$ cat src/rtl/hamecc_pkg.sv
package hamecc_pkg;

    localparam int unsigned LANE_BITS  = 8;
    localparam int unsigned LANE_IDX_W = 3;

    typedef struct packed {
        logic                 valid;
        logic [LANE_BITS-1:0] data;
    } beat_t;

    // Mask of the bit lanes whose lane number has bit j equal to hi.
    function automatic logic [LANE_BITS-1:0] lane_mask(input int unsigned j, input logic hi);
        logic [LANE_BITS-1:0] m;
        for (int unsigned b = 0; b < LANE_BITS; b++) begin
            m[b] = (((b >> j) & 1) == 1) == hi;
        end
        return m;
    endfunction

endpackage

$ cat src/rtl/pecc_byte_counter.sv
module pecc_byte_counter #(
    parameter int unsigned CHUNK_BYTES = 512,
    localparam int unsigned IDX_W = $clog2(CHUNK_BYTES),
    localparam int unsigned CNT_W = $clog2(CHUNK_BYTES + 1)
) (
    input  logic             clk,
    input  logic             rst,
    input  logic             clr,
    input  logic             valid,
    output logic             accept,
    output logic [IDX_W-1:0] idx,
    output logic             full
);
    logic [CNT_W-1:0] count;

    assign full   = (count == CNT_W'(CHUNK_BYTES));
    assign accept = valid && !clr && !full;
    assign idx    = count[IDX_W-1:0];

    always_ff @(posedge clk) begin
        if (rst || clr) begin
            count <= '0;
        end else if (accept) begin
            count <= count + 1'b1;
        end
    end

    // every accepted byte advances the position by one
    p_step_r5: assert property (@(posedge clk) disable iff (rst)
        accept |=> (count == $past(count) + 1'b1));

    // no byte is taken once the chunk is complete
    p_no_overflow_r6: assert property (@(posedge clk) disable iff (rst)
        count <= CNT_W'(CHUNK_BYTES));

endmodule

$ cat src/rtl/pecc_row_acc.sv
module pecc_row_acc #(
    parameter int unsigned IDX_W = 9
) (
    input  logic             clk,
    input  logic             rst,
    input  logic             clr,
    input  logic             accept,
    input  logic [IDX_W-1:0] idx,
    input  logic             byte_par,
    output logic [IDX_W-1:0] par_hi,
    output logic [IDX_W-1:0] par_lo
);
    for (genvar k = 0; k < IDX_W; k++) begin : g_row
        always_ff @(posedge clk) begin
            if (rst || clr) begin
                par_hi[k] <= 1'b0;
                par_lo[k] <= 1'b0;
            end else if (accept) begin
                par_hi[k] <= par_hi[k] ^ (byte_par &  idx[k]);
                par_lo[k] <= par_lo[k] ^ (byte_par & ~idx[k]);
            end
        end
    end

endmodule

$ cat src/rtl/pecc_col_acc.sv
module pecc_col_acc
    import hamecc_pkg::*;
(
    input  logic                  clk,
    input  logic                  rst,
    input  logic                  clr,
    input  logic                  accept,
    input  logic [LANE_BITS-1:0]  data,
    output logic [LANE_IDX_W-1:0] par_hi,
    output logic [LANE_IDX_W-1:0] par_lo
);
    // Per-lane running XOR over every accepted byte.
    logic [LANE_BITS-1:0] lane_x;

    always_ff @(posedge clk) begin
        if (rst || clr) begin
            lane_x <= '0;
        end else if (accept) begin
            lane_x <= lane_x ^ data;
        end
    end

    for (genvar j = 0; j < LANE_IDX_W; j++) begin : g_col
        assign par_hi[j] = ^(lane_x & lane_mask(j, 1'b1));
        assign par_lo[j] = ^(lane_x & lane_mask(j, 1'b0));
    end

endmodule

$ cat src/rtl/ham_page_ecc_gen.sv
module ham_page_ecc_gen
    import hamecc_pkg::*;
#(
    parameter int unsigned CHUNK_BYTES = 512,
    localparam int unsigned IDX_W   = $clog2(CHUNK_BYTES),
    localparam int unsigned PAIRS   = IDX_W + LANE_IDX_W,
    localparam int unsigned CODE_W  = 2 * PAIRS,
    localparam int unsigned LANES   = (CODE_W + LANE_BITS - 1) / LANE_BITS,
    localparam int unsigned SEL_W   = (LANES > 1) ? $clog2(LANES) : 1,
    localparam int unsigned PAD_W   = (1 << SEL_W) * LANE_BITS
) (
    input  logic                 clk,
    input  logic                 rst,
    input  logic                 clr_i,
    input  logic                 in_valid_i,
    input  logic [LANE_BITS-1:0] in_byte_i,
    input  logic [SEL_W-1:0]     rd_sel_i,
    output logic [CODE_W-1:0]    code_o,
    output logic [LANE_BITS-1:0] rd_byte_o,
    output logic                 done_o
);
    beat_t                 beat;
    logic                  accept;
    logic [IDX_W-1:0]      idx;
    logic [IDX_W-1:0]      row_hi, row_lo;
    logic [LANE_IDX_W-1:0] col_hi, col_lo;
    logic [PAD_W-1:0]      code_pad;

    assign beat = '{valid: in_valid_i, data: in_byte_i};

    pecc_byte_counter #(.CHUNK_BYTES(CHUNK_BYTES)) u_cnt (
        .clk(clk), .rst(rst), .clr(clr_i), .valid(beat.valid),
        .accept(accept), .idx(idx), .full(done_o)
    );

    pecc_row_acc #(.IDX_W(IDX_W)) u_row (
        .clk(clk), .rst(rst), .clr(clr_i), .accept(accept),
        .idx(idx), .byte_par(^beat.data),
        .par_hi(row_hi), .par_lo(row_lo)
    );

    pecc_col_acc u_col (
        .clk(clk), .rst(rst), .clr(clr_i), .accept(accept),
        .data(beat.data), .par_hi(col_hi), .par_lo(col_lo)
    );

    // Inverted parities: a blank chunk yields all ones.
    for (genvar p = 0; p < IDX_W; p++) begin : g_row_pair
        assign code_o[2*p+1] = ~row_hi[p];
        assign code_o[2*p]   = ~row_lo[p];
    end
    for (genvar j = 0; j < LANE_IDX_W; j++) begin : g_col_pair
        assign code_o[2*(IDX_W+j)+1] = ~col_hi[j];
        assign code_o[2*(IDX_W+j)]   = ~col_lo[j];
    end

    if (PAD_W > CODE_W) begin : g_pad
        assign code_pad = {{(PAD_W-CODE_W){1'b1}}, code_o};
    end else begin : g_nopad
        assign code_pad = code_o;
    end

    assign rd_byte_o = code_pad[rd_sel_i*LANE_BITS +: LANE_BITS];

    // clear returns the code to blank and drops done
    p_clear_blank_r2: assert property (@(posedge clk) disable iff (rst)
        clr_i |=> (code_o == '1) && !done_o);

    // a complete chunk holds its code and flag until a clear
    p_hold_full_r6: assert property (@(posedge clk) disable iff (rst)
        done_o && !clr_i |=> done_o && $stable(code_o));

    // idle cycles do not disturb the code
    p_idle_hold_r7: assert property (@(posedge clk) disable iff (rst)
        !in_valid_i && !clr_i |=> $stable(code_o));

    // row and column pairs agree on the total parity of the data
    for (genvar p = 1; p < PAIRS; p++) begin : g_pair_chk
        p_pair_balance_r8: assert property (@(posedge clk) disable iff (rst)
            (code_o[2*p] ^ code_o[2*p+1]) == (code_o[0] ^ code_o[1]));
    end

endmodule

$ cat config.mk
export PLATFORM = sky130hd
export DESIGN_NAME = ham_page_ecc_gen
export DESIGN_NICKNAME = d
export VERILOG_FILES = /design/src/rtl/hamecc_pkg.sv /design/src/rtl/pecc_byte_counter.sv /design/src/rtl/pecc_row_acc.sv /design/src/rtl/pecc_col_acc.sv /design/src/rtl/ham_page_ecc_gen.sv
export SDC_FILE = /design/constraint.sdc
export NUM_CORES = 1
export LEC_CHECK = 0
export CORE_MARGIN = 2
export CORE_UTILIZATION = 50
export CTS_BUF_LIST = sky130_fd_sc_hd__clkbuf_4 sky130_fd_sc_hd__clkbuf_8
export DETAILED_ROUTE_END_ITERATION = 7
export DONT_BUFFER_PORTS = 1
export MAX_ROUTING_LAYER = met4
export PLACE_DENSITY = 0.62
export SLEW_MARGIN = 20
export SYNTH_ARGS = -nofsm -noshare
export SYNTH_HDL_FRONTEND = slang
export SYNTH_HIERARCHICAL = 1
export SYNTH_SLANG_ARGS = --single-unit
export TNS_END_PERCENT = 1
$ cat constraint.sdc
create_clock -name clk -period 3.11 [get_ports clk]
set_input_delay 0.1555 -clock clk [delete_from_list [all_inputs] [get_ports clk]]
set_output_delay 0.1555 -clock clk [all_outputs]
set_load 0.02 [all_outputs]
==> flow_metrics.env <==
export IMPL_initial_utilization_pct=52.0
export IMPL_total_cts_buffers=5
export IMPL_ff2ff_setup_slack_ns=0.89
export IMPL_post_synth_top_area_fraction_pct=29.1
export IMPL_area_growth_pct=-1.57
export IMPL_power_frac_comb_pct=15.5
export IMPL_nets=279
export IMPL_via_count=1775
export IMPL_global_route_usage_total_pct=19.2
export IMPL_initial_antenna_violation_count=0
export IMPL_layout_drive_gt1_share_pct=13.3
export IMPL_clk_insertion_delay_late_ns=0.29
export IMPL_ys_warn_count=6
export IMPL_timing_critical_path_to_type="flip-flop"
export IMPL_synth_top_area_cell="dfxtp_1"
export IMPL_antennaDiodeCount=0
export IMPL_post_cts_hold_buffer_count=0
export IMPL_post_synth_instance_area_sq_mm=0.00247
export IMPL_hpwlAfterDp_um=3510
export IMPL_netSwitchingPower_uw=287
export IMPL_timing_setup_tns_ns=0
export IMPL_post_route_period_util_pct=71.5
export IMPL_min_delay_worst_endpoint="u_col/lane_x[5]"
export IMPL_route_detailed_wl_per_inst_um=15.0
export IMPL_cts_root_buf="clkbuf_8"
export IMPL_cp_max_fo=19
export IMPL_setup_repair_after_global_routing_missed_its_margin="no"
export IMPL_clkSinkCount=36
export IMPL_worstReg2RegStart="u_cnt/count[0]"
export IMPL_slowest_stage="a31oi_2"
export IMPL_grt_start_max_net_pins=43
export IMPL_sequentialPowerShare_pct=48.6
export IMPL_cts_setup_buffers=0
export IMPL_slew_headroom_pct=42.4
export IMPL_register_area_share_after_synthesis_pct=29.1
export IMPL_coreArea_sq_mm=0.00475
export IMPL_cp_arrival_ns=2.38
export IMPL_fill_cells=472
export IMPL_number_of_instances_in_the_synthesized_netlist=283
export IMPL_overflow=0
export IMPL_cp_data_required_time_ns=3.27
export IMPL_drt_initial_drc_count=96
export IMPL_delay_heaviest_family_cp="compound AO/OA/AOI/OAI gates"
export IMPL_hp_start="in_byte_i[5]"
export IMPL_synthesis_area_per_instance_sq_um=8.74
export IMPL_timing_hold_worst_path_depth=2
export IMPL_number_of_max_slew_violations_in_the_final_report=0
export IMPL_clockPowerShare_pct=36.0
export IMPL_grt_first_pass_wirelength_um=7820
export IMPL_postRouteWirelength_um=4950
export IMPL_cp_start_kind="flip-flop"
export IMPL_dr_pass1_iters=4
export IMPL_die_h_um=74.3
export IMPL_timing_reg2reg_worst_path_depth=7
export IMPL_outcome="completed"
export IMPL_finClkSkew_ns=0.00472
export IMPL_vias_in_the_first_global_route=1619
export IMPL_timing_critical_path_cells="inv_1, ha_1, nor2b_1, a31oi_2, buf_4, a21bo_2, a21oi_1"
export IMPL_number_of_violations_of_the_max_capacitance_limit=0
export IMPL_viasPerCell=5.36
export IMPL_fp_dieW_um=74.3
export IMPL_io_pins=47
export IMPL_synthesis_nets=299
export IMPL_timing_final_crit_period_ns=2.22
export IMPL_leakagePower_uw=0.000837
export IMPL_endpoint_of_the_worst_slack_reg_to_reg_timing_path="u_col/lane_x[6]"
export IMPL_rows=25
export IMPL_irDropWorstVdd_mv=0.348
export IMPL_maxClockFrequency_mhz=449
export IMPL_dominant_cells_by_area_after_synthesis="dfxtp_1 (29%), nor3b_1 (5.8%), xnor2_1 (5.3%)"
export IMPL_yosys_register_bits=36
export IMPL_tightest_slew_ns=0.861
export IMPL_number_of_cells_upsized_or_downsized_after_cts=0
export IMPL_clkSlewWorstSetupHoldPaths_ns=0.08
export IMPL_critical_path_max_stage_delay_ns=0.65
export IMPL_cts_htree_levels=2
export IMPL_powerDensity_mw_per_mm2=406
export IMPL_cts_path_max_buffers=2
export IMPL_min_path_type="input port to flip-flop"
export IMPL_power_share_switching_pct=29.0
export IMPL_place_port_buffers=0
export IMPL_gp_routability_congestion=0.758
export IMPL_synth_cell_types=42
export IMPL_setup_viol_count_final=0
export IMPL_cp_num_buf_inv=2
export IMPL_fp_dieArea_sq_mm=0.00553
export IMPL_final_hold_violation_count=0
export IMPL_drtAntennaViolNets=0
export IMPL_p_int_uw=702
export IMPL_overall_power_of_the_completed_layout_uw=989
export IMPL_cts_tree="done"
export IMPL_critPathKind="flip-flop to flip-flop"
export IMPL_drc_errors=0
[sequential cells by signal (all words and copies together) (netlist names)]
signal / flops
u_cnt/count: 10
u_col/lane_x: 8
u_row/par_hi: 9
u_row/par_lo: 9
[metrics by stage]
step	setup slack (ns)	utilization [%]	hold WS [ns]	cells	cell area, sq um
after detailed placement	0.896	49.3	0.327	323	2340
after global placement	0.870	49.1	0.325	323	2330
after floorplan	1.25	-	0.319	283	2470
final	0.885	51.2	0.0244	331	2430
after global routing	0.680	51.2	0.0193	331	2430
after CTS	0.888	51.2	0.0197	331	2430
[layout by cell type, fill, tap and decap left out, types with 7 or more instances in the layout]
| cell | instances |
|---|---|
| xnor2_1 | 14 |
| mux2_1 | 10 |
| nor3_1 | 18 |
| a21oi_1 | 21 |
| nor3b_1 | 19 |
| nand3_1 | 11 |
| mux2_2 | 8 |
| nand3b_1 | 17 |
| nor2_1 | 9 |
| a21bo_2 | 7 |
| inv_1 | 28 |
| nand2_1 | 8 |
| mux2i_1 | 11 |
| dfxtp_1 | 36 |
[cell families (layout without fill, tap and decap cells)]
| logic type | Yosys count | in the layout | share of synthesized area (%) |
|---|---|---|---|
| AO/OA/AOI/OAI | 39 | 39 | 10.3 |
| XOR/XNOR | 21 | 21 | 8.04 |
| adder cells (fa/ha/maj) | 2 | 2 | 1.01 |
| buffers and inverters | 56 | 37 | 13.8 |
| flip-flops | 36 | 36 | 29.1 |
| multiplexers | 29 | 29 | 12.6 |
| AND/OR/NAND/NOR | 100 | 100 | 25.1 |
[power groups by stage]
stage	registers, uW	clock network, uW	logic, uW
detailed placement	491	0	155
floorplan	488	0	185
finish	480	356	153
global placement	491	0	148
global route	482	383	170
CTS	481	359	155
[area by class of cell]
| cell class | count | area [sq um] | share of cell area, % |
|---|---|---|---|
| Clock buffer | 6 | 82.6 | 3.39 |
| Clock inverter | 2 | 10.0 | 0.411 |
| Inverter | 28 | 105 | 4.32 |
| Multi-Input combinational cell | 191 | 1430 | 58.5 |
| Sequential cell | 36 | 721 | 29.6 |
| Tap cell | 67 | 83.8 | 3.44 |
| Timing Repair Buffer | 1 | 7.51 | 0.308 |
[worst max path at each step]
| stage | start | endpoint | slack (ns) | depth (start not counted) |
|---|---|---|---|---|
| after floorplan | u_cnt/count[0] | u_row/par_lo[0] | 1.25 | 8 |
| after global placement | in_byte_i[7] | u_row/par_lo[5] | 0.87 | 5 |
| after detailed placement | u_cnt/count[0] | u_col/lane_x[2] | 0.90 | 7 |
| after CTS | u_cnt/count[0] | u_col/lane_x[2] | 0.89 | 7 |
| after global routing | u_cnt/count[0] | u_col/lane_x[2] | 0.68 | 7 |
| final | u_cnt/count[0] | u_col/lane_x[6] | 0.89 | 7 |
[metal layers]
layer,up-vias,GRT usage [%],routed length (um)
li1,918,-,-
met1,813,26.1,2520
met2,40,28.0,2140
met3,4,5.28,258
met4,0,5.56,33
met5,-,-,0
[synthesized netlist by cell type (all sizes together)]
cell type   n
a21bo       8
a21oi      22
a31oi       1
and3        1
buf        25
clkbuf      3
dfxtp      36
ha          2
inv        28
mux2       18
mux2i      11
nand2       8
nand2b      2
nand3      12
nand3b     17
nand4b      1
nor2        9
nor2b       2
nor3       18
nor3b      19
nor4        2
o211ai      1
o21ai       3
o31ai       3
o41ai       1
or2         2
or3         4
or4         3
xnor2      15
xor2        6
Power figures use the tool's default switching activity.
